## config.mk

```make
export PLATFORM = sky130hd
export DESIGN_NAME = winstat_top
export DESIGN_NICKNAME = d
export VERILOG_FILES = /design/src/rtl/winstat_pkg.sv /design/src/rtl/winstat_ctrl.sv /design/src/rtl/winstat_chan.sv /design/src/rtl/winstat_div.sv /design/src/rtl/winstat_top.sv
export SDC_FILE = /design/constraint.sdc
export NUM_CORES = 1
export LEC_CHECK = 0
export ABC_CLOCK_PERIOD_IN_PS = 6300
export BUFFER_PORTS_ARGS = -buffer_cell sky130_fd_sc_hd__buf_4
export CORE_MARGIN = 3
export CORE_UTILIZATION = 30
export DETAILED_ROUTE_END_ITERATION = 16
export GPL_TIMING_DRIVEN = 1
export PLACE_DENSITY_LB_ADDON = 0.15
export SLEW_MARGIN = 15
export SYNTH_ARGS = -nofsm -noshare
export SYNTH_HDL_FRONTEND = slang
export SYNTH_HIERARCHICAL = 1
export SYNTH_SLANG_ARGS = --single-unit
```

## constraint.sdc

```tcl
create_clock -name clk -period 6.3 [get_ports clk]
set_clock_uncertainty 0.15 [all_clocks]
set_input_delay 1.26 -clock clk [delete_from_list [all_inputs] [get_ports clk]]
set_output_delay 1.26 -clock clk [all_outputs]
set_load 0.02 [all_outputs]
```

## src/rtl/winstat_pkg.sv

```systemverilog
package winstat_pkg;

    typedef enum logic [1:0] {
        ST_IDLE    = 2'd0,
        ST_COLLECT = 2'd1,
        ST_DIVIDE  = 2'd2,
        ST_PUBLISH = 2'd3
    } wst_state_t;

    localparam int NUM_CH = 2;

endpackage

```

## src/rtl/winstat_ctrl.sv

```systemverilog
module winstat_ctrl
    import winstat_pkg::*;
#(
    parameter int LEN_W   = 10,
    parameter int MIN_LEN = 2
) (
    input  logic             clk,
    input  logic             rst_n,
    input  logic             en,
    input  logic [LEN_W-1:0] win_len,
    input  logic             smp_valid,
    input  logic             div_busy,
    output logic             acc,
    output logic             first,
    output logic             last,
    output logic             div_start,
    output logic [LEN_W-1:0] div_den,
    output logic             publish,
    output logic             done
);

    localparam logic [LEN_W-1:0] LEN_FLOOR = LEN_W'(MIN_LEN);

    wst_state_t       state, state_nxt;
    logic [LEN_W-1:0] cnt;
    logic [LEN_W-1:0] win_n;
    logic [LEN_W-1:0] len_req;
    logic [LEN_W-1:0] len_eff;

    assign len_req   = (win_len < LEN_FLOOR) ? LEN_FLOOR : win_len;
    assign first     = (cnt == '0);
    assign len_eff   = first ? len_req : win_n;
    assign acc       = smp_valid && en && (state != ST_IDLE);
    assign last      = (cnt == len_eff - 1'b1);
    assign div_start = acc && last;
    assign div_den   = len_eff;
    assign publish   = (state == ST_PUBLISH) && en;

    always_comb begin
        state_nxt = state;
        unique case (state)
            ST_IDLE:    if (en) state_nxt = ST_COLLECT;
            ST_COLLECT: if (div_start) state_nxt = ST_DIVIDE;
            ST_DIVIDE:  if (!div_busy) state_nxt = ST_PUBLISH;
            ST_PUBLISH: state_nxt = div_start ? ST_DIVIDE : ST_COLLECT;
            default:    state_nxt = ST_IDLE;
        endcase
        if (!en) state_nxt = ST_IDLE;
    end

    always_ff @(posedge clk or negedge rst_n) begin
        if (!rst_n) state <= ST_IDLE;
        else        state <= state_nxt;
    end

    always_ff @(posedge clk or negedge rst_n) begin
        if (!rst_n) begin
            cnt   <= '0;
            win_n <= LEN_FLOOR;
            done  <= 1'b0;
        end else begin
            done <= publish;
            if (!en) begin
                cnt <= '0;
            end else if (acc) begin
                cnt <= last ? '0 : cnt + 1'b1;
                if (first) win_n <= len_req;
            end
        end
    end

    // the latched window length never falls below the floor
    a_r8_len_floor: assert property (@(posedge clk) disable iff (!rst_n)
        win_n >= LEN_FLOOR);

    // dropping the enable restarts the count
    a_r9_dis_clears: assert property (@(posedge clk) disable iff (!rst_n)
        !en |=> (cnt == '0));

    // results are published only after a divide phase
    a_r6_pub_after_div: assert property (@(posedge clk) disable iff (!rst_n)
        (state == ST_PUBLISH) |-> ($past(state) == ST_DIVIDE));

endmodule

```

## src/rtl/winstat_chan.sv

```systemverilog
module winstat_chan #(
    parameter int DATA_W = 16,
    parameter int SUM_W  = 26
) (
    input  logic              clk,
    input  logic              rst_n,
    input  logic              acc,
    input  logic              first,
    input  logic              last,
    input  logic [DATA_W-1:0] smp,
    output logic [SUM_W-1:0]  nxt_sum,
    output logic [DATA_W-1:0] win_min,
    output logic [DATA_W-1:0] win_max
);

    logic [SUM_W-1:0]  sum;
    logic [DATA_W-1:0] run_min, run_max;
    logic [DATA_W-1:0] nxt_min, nxt_max;

    assign nxt_sum = first ? SUM_W'(smp) : sum + SUM_W'(smp);
    assign nxt_min = (first || smp < run_min) ? smp : run_min;
    assign nxt_max = (first || smp > run_max) ? smp : run_max;

    always_ff @(posedge clk or negedge rst_n) begin
        if (!rst_n) begin
            sum     <= '0;
            run_min <= '0;
            run_max <= '0;
            win_min <= '0;
            win_max <= '0;
        end else if (acc) begin
            sum     <= nxt_sum;
            run_min <= nxt_min;
            run_max <= nxt_max;
            if (last) begin
                win_min <= nxt_min;
                win_max <= nxt_max;
            end
        end
    end

    // running extremes stay ordered
    a_r2_run_order: assert property (@(posedge clk) disable iff (!rst_n)
        run_min <= run_max);

    // the running sum never wraps inside a window
    a_r11_no_wrap: assert property (@(posedge clk) disable iff (!rst_n)
        (acc && !first) |=> (sum >= $past(sum)));

endmodule

```

## src/rtl/winstat_div.sv

```systemverilog
module winstat_div #(
    parameter int NUM_W = 26,
    parameter int DEN_W = 10
) (
    input  logic             clk,
    input  logic             rst_n,
    input  logic             start,
    input  logic [NUM_W-1:0] num,
    input  logic [DEN_W-1:0] den,
    output logic             busy,
    output logic [NUM_W-1:0] quo
);

    localparam int CNT_W = $clog2(NUM_W + 1);

    logic [CNT_W-1:0] steps;
    logic [DEN_W-1:0] rem;
    logic [DEN_W-1:0] den_q;
    logic [DEN_W:0]   trial;
    logic             fits;

    assign busy  = (steps != '0);
    assign trial = {rem, quo[NUM_W-1]};
    assign fits  = (trial >= {1'b0, den_q});

    always_ff @(posedge clk or negedge rst_n) begin
        if (!rst_n) begin
            steps <= '0;
            rem   <= '0;
            den_q <= '1;
            quo   <= '0;
        end else if (start) begin
            steps <= CNT_W'(NUM_W);
            rem   <= '0;
            den_q <= den;
            quo   <= num;
        end else if (busy) begin
            steps <= steps - 1'b1;
            rem   <= fits ? DEN_W'(trial - {1'b0, den_q}) : trial[DEN_W-1:0];
            quo   <= {quo[NUM_W-2:0], fits};
        end
    end

    // the partial remainder stays below the divisor
    a_r4_rem_bound: assert property (@(posedge clk) disable iff (!rst_n)
        busy |-> (rem < den_q));

endmodule

```

## src/rtl/winstat_top.sv

```systemverilog
module winstat_top
    import winstat_pkg::*;
#(
    parameter int DATA_W = 16,
    parameter int LEN_W  = 10
) (
    input  logic              clk,
    input  logic              rst_n,
    input  logic              en,
    input  logic [LEN_W-1:0]  win_len,
    input  logic              smp_valid,
    input  logic [DATA_W-1:0] smp_a,
    input  logic [DATA_W-1:0] smp_b,
    output logic [DATA_W-1:0] min_a,
    output logic [DATA_W-1:0] max_a,
    output logic [DATA_W-1:0] avg_a,
    output logic [DATA_W-1:0] min_b,
    output logic [DATA_W-1:0] max_b,
    output logic [DATA_W-1:0] avg_b,
    output logic              done
);

    localparam int SUM_W = DATA_W + LEN_W;

    logic             acc, first, last, div_start, publish;
    logic [LEN_W-1:0] div_den;
    logic [DATA_W-1:0] smp_arr [NUM_CH];
    logic [DATA_W-1:0] wmin    [NUM_CH];
    logic [DATA_W-1:0] wmax    [NUM_CH];
    logic [SUM_W-1:0]  wsum    [NUM_CH];
    logic [SUM_W-1:0]  wquo    [NUM_CH];
    logic [NUM_CH-1:0] busy_v;
    logic [DATA_W-1:0] r_min   [NUM_CH];
    logic [DATA_W-1:0] r_max   [NUM_CH];
    logic [DATA_W-1:0] r_avg   [NUM_CH];

    assign smp_arr[0] = smp_a;
    assign smp_arr[1] = smp_b;

    winstat_ctrl #(.LEN_W(LEN_W), .MIN_LEN(2)) u_ctrl (
        .clk       (clk),
        .rst_n     (rst_n),
        .en        (en),
        .win_len   (win_len),
        .smp_valid (smp_valid),
        .div_busy  (|busy_v),
        .acc       (acc),
        .first     (first),
        .last      (last),
        .div_start (div_start),
        .div_den   (div_den),
        .publish   (publish),
        .done      (done)
    );

    for (genvar ch = 0; ch < NUM_CH; ch++) begin : g_ch
        winstat_chan #(.DATA_W(DATA_W), .SUM_W(SUM_W)) u_chan (
            .clk     (clk),
            .rst_n   (rst_n),
            .acc     (acc),
            .first   (first),
            .last    (last),
            .smp     (smp_arr[ch]),
            .nxt_sum (wsum[ch]),
            .win_min (wmin[ch]),
            .win_max (wmax[ch])
        );

        winstat_div #(.NUM_W(SUM_W), .DEN_W(LEN_W)) u_div (
            .clk   (clk),
            .rst_n (rst_n),
            .start (div_start),
            .num   (wsum[ch]),
            .den   (div_den),
            .busy  (busy_v[ch]),
            .quo   (wquo[ch])
        );

        always_ff @(posedge clk or negedge rst_n) begin
            if (!rst_n) begin
                r_min[ch] <= '0;
                r_max[ch] <= '0;
                r_avg[ch] <= '0;
            end else if (publish) begin
                r_min[ch] <= wmin[ch];
                r_max[ch] <= wmax[ch];
                r_avg[ch] <= wquo[ch][DATA_W-1:0];
            end
        end
    end

    assign min_a = r_min[0];
    assign max_a = r_max[0];
    assign avg_a = r_avg[0];
    assign min_b = r_min[1];
    assign max_b = r_max[1];
    assign avg_b = r_avg[1];

    // done is a single-cycle pulse
    a_r6_done_single: assert property (@(posedge clk) disable iff (!rst_n)
        done |=> !done);

    // results hold between publications
    a_r7_hold: assert property (@(posedge clk) disable iff (!rst_n)
        !done |-> ($stable(min_a) && $stable(max_a) && $stable(avg_a) &&
                   $stable(min_b) && $stable(max_b) && $stable(avg_b)));

    // a published average lies between the published extremes
    a_r4_avg_between: assert property (@(posedge clk) disable iff (!rst_n)
        done |-> (min_a <= avg_a && avg_a <= max_a &&
                  min_b <= avg_b && avg_b <= max_b));

endmodule

```

==> flow_metrics.tcl <==
set metrics [dict create \
    antenna_cells 0 \
    syn2layout_area_growth_pct 16.0 \
    maxCapViolCount 0 \
    routed-via-count 17200 \
    slew_headroom_pct 28.2 \
    drt_iter0_markers 1003 \
    synth-seq-area-share_pct 43.4 \
    post-place-ws_ns 0.451 \
    period_share_pct 87.6 \
    die_h_um 284 \
    worst_setup_path_start_kind "register" \
    ctsResizeCount 0 \
    root_buffer "clkbuf_16" \
    routed_wl_um 64100 \
    cp-endpoint "g_ch[1].u_chan/win_max[6]$_DFFE_PN0P_" \
    start_util_pct 30.4 \
    fmax_mhz 181 \
    r2r_start "u_ctrl/cnt[0]$_DFFE_PN0P_" \
    nets 2535 \
    slew_viol_final 0 \
    drc 0 \
    gp_congestion 0.824 \
    die-area_um2 80700 \
    worstPathArrival_ns 5.81 \
    clk_path_buf_depth 3 \
    path_class "register to register" \
    final_util_pct 35.3 \
    drt_first_pass_iters 4 \
    cts_tree "done" \
    final_cell_mix "dfrtp_1, nand2_1, o21ai_0" \
    p_leak_nw 12.2 \
    via_per_inst 5.00 \
    clk_latency_ns 0.59 \
    ir_worst_vdd_uv 198 \
    hold_class "register to register" \
    wl_per_cell_um 18.7 \
    ys_ff_latch 401 \
    cts.hold.buffers_added 0 \
    setup_tns_ns 0 \
    fin_ws_ns 0.784 \
    power_density_nw_per_um2 337 \
    portBuffers 142 \
    cp_max_fo 12 \
    avgSynthCellArea_um2 10.3 \
    grt_max_degree 131 \
    rrSetupSlack_ns 0.78 \
    ys_types 104 \
    antenna_left 0 \
    status "completed" \
    dp_hpwl_um 44900 \
    syn_nets 2427 \
    final_common_cell "dfrtp_1" \
    rows 101 \
    synth_edf_count 0 \
    ys_warn_count 6 \
    worstRegToRegCells 18 \
    tightest_slew_ns 1.08 \
    hold_viol 0 \
    coreArea_um2 76200 \
    io_pins 143 \
    grt_use_total_pct 15.8 \
    synth-main-ff-cell "dfrtp_1" \
    grt_pass1_vias 17600 \
    r2r_end "g_ch[1].u_chan/win_max[6]$_DFFE_PN0P_" \
    cts_made_buffers 50 \
    postSynthCellCount 2256 \
    fill_cells 7637 \
    h-tree-depth 2 \
    syn_area_um2 23200 \
    endpoint_kind "register" \
    antenna_found_initial 2 \
    final_layout_size_suffix_gt1_share_pct 21.8 \
    path_clk_slew_ns 0.05 \
    final_cells 3431 \
    synth_async_sr_flop_share_pct 100 \
    cts_num_sinks 401 \
    grt_pass1_wl_um 103000 \
    required_ns 6.60 \
    period_minus_slack_ns 5.52 \
    die_x_um 284 \
    globalRouteOverflowTotal 0 \
    finalSetupViolations 0 \
    cts_setup_buffers 0 \
    place_inst 3342 \
    rsz0062_at_grt "no" \
    critPathLaunch "u_ctrl/cnt[0]$_DFFE_PN0P_" \
]
==> logic make-up after synthesis <==
logic type | synth area share, %
compound gates | 15.3
buf+inv | 5.07
simple gates | 12.2
flops | 43.4
xor+xnor | 2.27
fa+ha+maj | 6.87
mux | 15.0
==> synthesized netlist by cell type, types with 7 or more instances <==
cell | number | area (um^2)
inv_1 | 128 | 480
o21ai_0 | 189 | 946
o221ai_1 | 10 | 87.6
nand4_1 | 19 | 119
nand2b_1 | 16 | 100
nor2b_1 | 16 | 100
nor3_1 | 41 | 205
nand3_1 | 29 | 145
mux2i_1 | 109 | 1090
o21a_1 | 7 | 52.6
or3_1 | 9 | 56.3
nand2_1 | 253 | 950
o2111ai_1 | 9 | 78.8
ha_1 | 121 | 1510
or4_1 | 9 | 67.6
a211oi_1 | 23 | 173
and3_1 | 15 | 93.8
dfstp_2 | 21 | 552
xnor2_1 | 34 | 298
clkbuf_1 | 69 | 259
buf_2 | 22 | 110
xor2_1 | 26 | 228
o22ai_1 | 22 | 138
a21oi_1 | 79 | 395
o31ai_1 | 11 | 82.6
dfrtp_1 | 380 | 9510
a31oi_1 | 16 | 100
mux2_1 | 11 | 124
buf_6 | 9 | 101
o221a_2 | 14 | 158
and2_1 | 10 | 62.6
nor2_1 | 138 | 518
mux2_4 | 59 | 886
mux2_2 | 122 | 1370
o2bb2ai_1 | 10 | 87.6
o211ai_1 | 11 | 82.6
a21o_1 | 26 | 195
o21ai_1 | 11 | 55.1
and4_1 | 7 | 61.3
==> flip-flops by register name (all words and copies together) (netlist names), 20 cells and up <==
signal and cells:
g_ch.u_chan/run_max 32, g_ch.u_chan/run_min 32, g_ch.u_chan/sum 52, g_ch.u_chan/win_max 32, g_ch.u_chan/win_min 32, g_ch.u_div/den_q 20, g_ch.u_div/quo 52, g_ch.u_div/rem 20
==> through the flow <==
step | hold WS (ns) | area, um^2 | power [W]
6_report | 0.329 | 26900 | 0.00905
5_1_grt | 0.358 | 26900 | 0.00971
4_1_cts | 0.336 | 26900 | 0.00921
3_5_place_dp | 0.321 | 25200 | 0.00617
3_3_place_gp | 0.315 | 25200 | 0.00610
2_1_floorplan | 0.294 | 23200 | 0.00545
==> metal layers <==
| layer | wire [um] | vias up | track usage, % | share of wire, % |
|---|---|---|---|---|
| li1 | - | 8301 | - | - |
| met1 | 30700 | 8439 | 21.9 | 48 |
| met2 | 29400 | 317 | 25.6 | 46 |
| met3 | 2480 | 91 | 2.61 | 3.9 |
| met4 | 1440 | 4 | 4.08 | 2.2 |
| met5 | 40 | - | 0 | 0.062 |
==> worst min-delay path by stage <==
stage                                                      start                                endpoint  cells past startpoint
after CTS                 g_ch[1].u_chan/win_min[12]$_DFFE_PN0P_  g_ch[1].u_chan/win_min[12]$_DFFE_PN0P_                      2
after global placement               u_ctrl/win_n[9]$_DFFE_PN0P_             u_ctrl/win_n[9]$_DFFE_PN0P_                      2
final                     g_ch[1].u_chan/win_min[15]$_DFFE_PN0P_  g_ch[1].u_chan/win_min[15]$_DFFE_PN0P_                      2
after detailed placement   g_ch[1].u_chan/win_min[8]$_DFFE_PN0P_   g_ch[1].u_chan/win_min[8]$_DFFE_PN0P_                      2
after global routing      g_ch[0].u_chan/win_min[13]$_DFFE_PN0P_  g_ch[0].u_chan/win_min[13]$_DFFE_PN0P_                      2
after floorplan           g_ch[0].u_chan/win_min[13]$_DFFE_PN0P_  g_ch[0].u_chan/win_min[13]$_DFFE_PN0P_                      2
==> area by class of cell <==
| cell class | count | area [um^2] | share of cell area (%) |
|---|---|---|---|
| clock buffer | 75 | 1510 | 5.60 |
| clock inverter | 14 | 178 | 0.661 |
| inverter | 131 | 493 | 1.83 |
| multi-input combinational | 1606 | 12000 | 44.6 |
| sequential | 401 | 10100 | 37.4 |
| tap | 1030 | 1290 | 4.79 |
| timing repair buffer | 174 | 1380 | 5.12 |
==> where the power goes <==
part	internal, W	switching (W)	total [W]
logic	0.00117	0.00141	0.00258
registers	0.00307	0.000451	0.00353
clock network	0.00180	0.00114	0.00295
total	0.00605	0.00301	0.00905
==> worst max-delay path, cell delays in order, from the launching register on <==
cell	delay, ns
dfrtp_1	0.41
inv_1	0.12
ha_1	0.21
nor4b_4	0.37
nand3_1	0.54
a32oi_2	0.34
buf_4	0.19
ha_1	0.25
nand3_1	0.14
o21ai_1	0.27
xnor2_1	0.12
a211oi_1	0.46
o2111ai_4	0.24
nor2_1	0.19
buf_4	0.20
and2_1	0.25
nand2_1	0.15
or2_1	0.42
o221a_2	0.33
(Power assumes the default switching activity.)
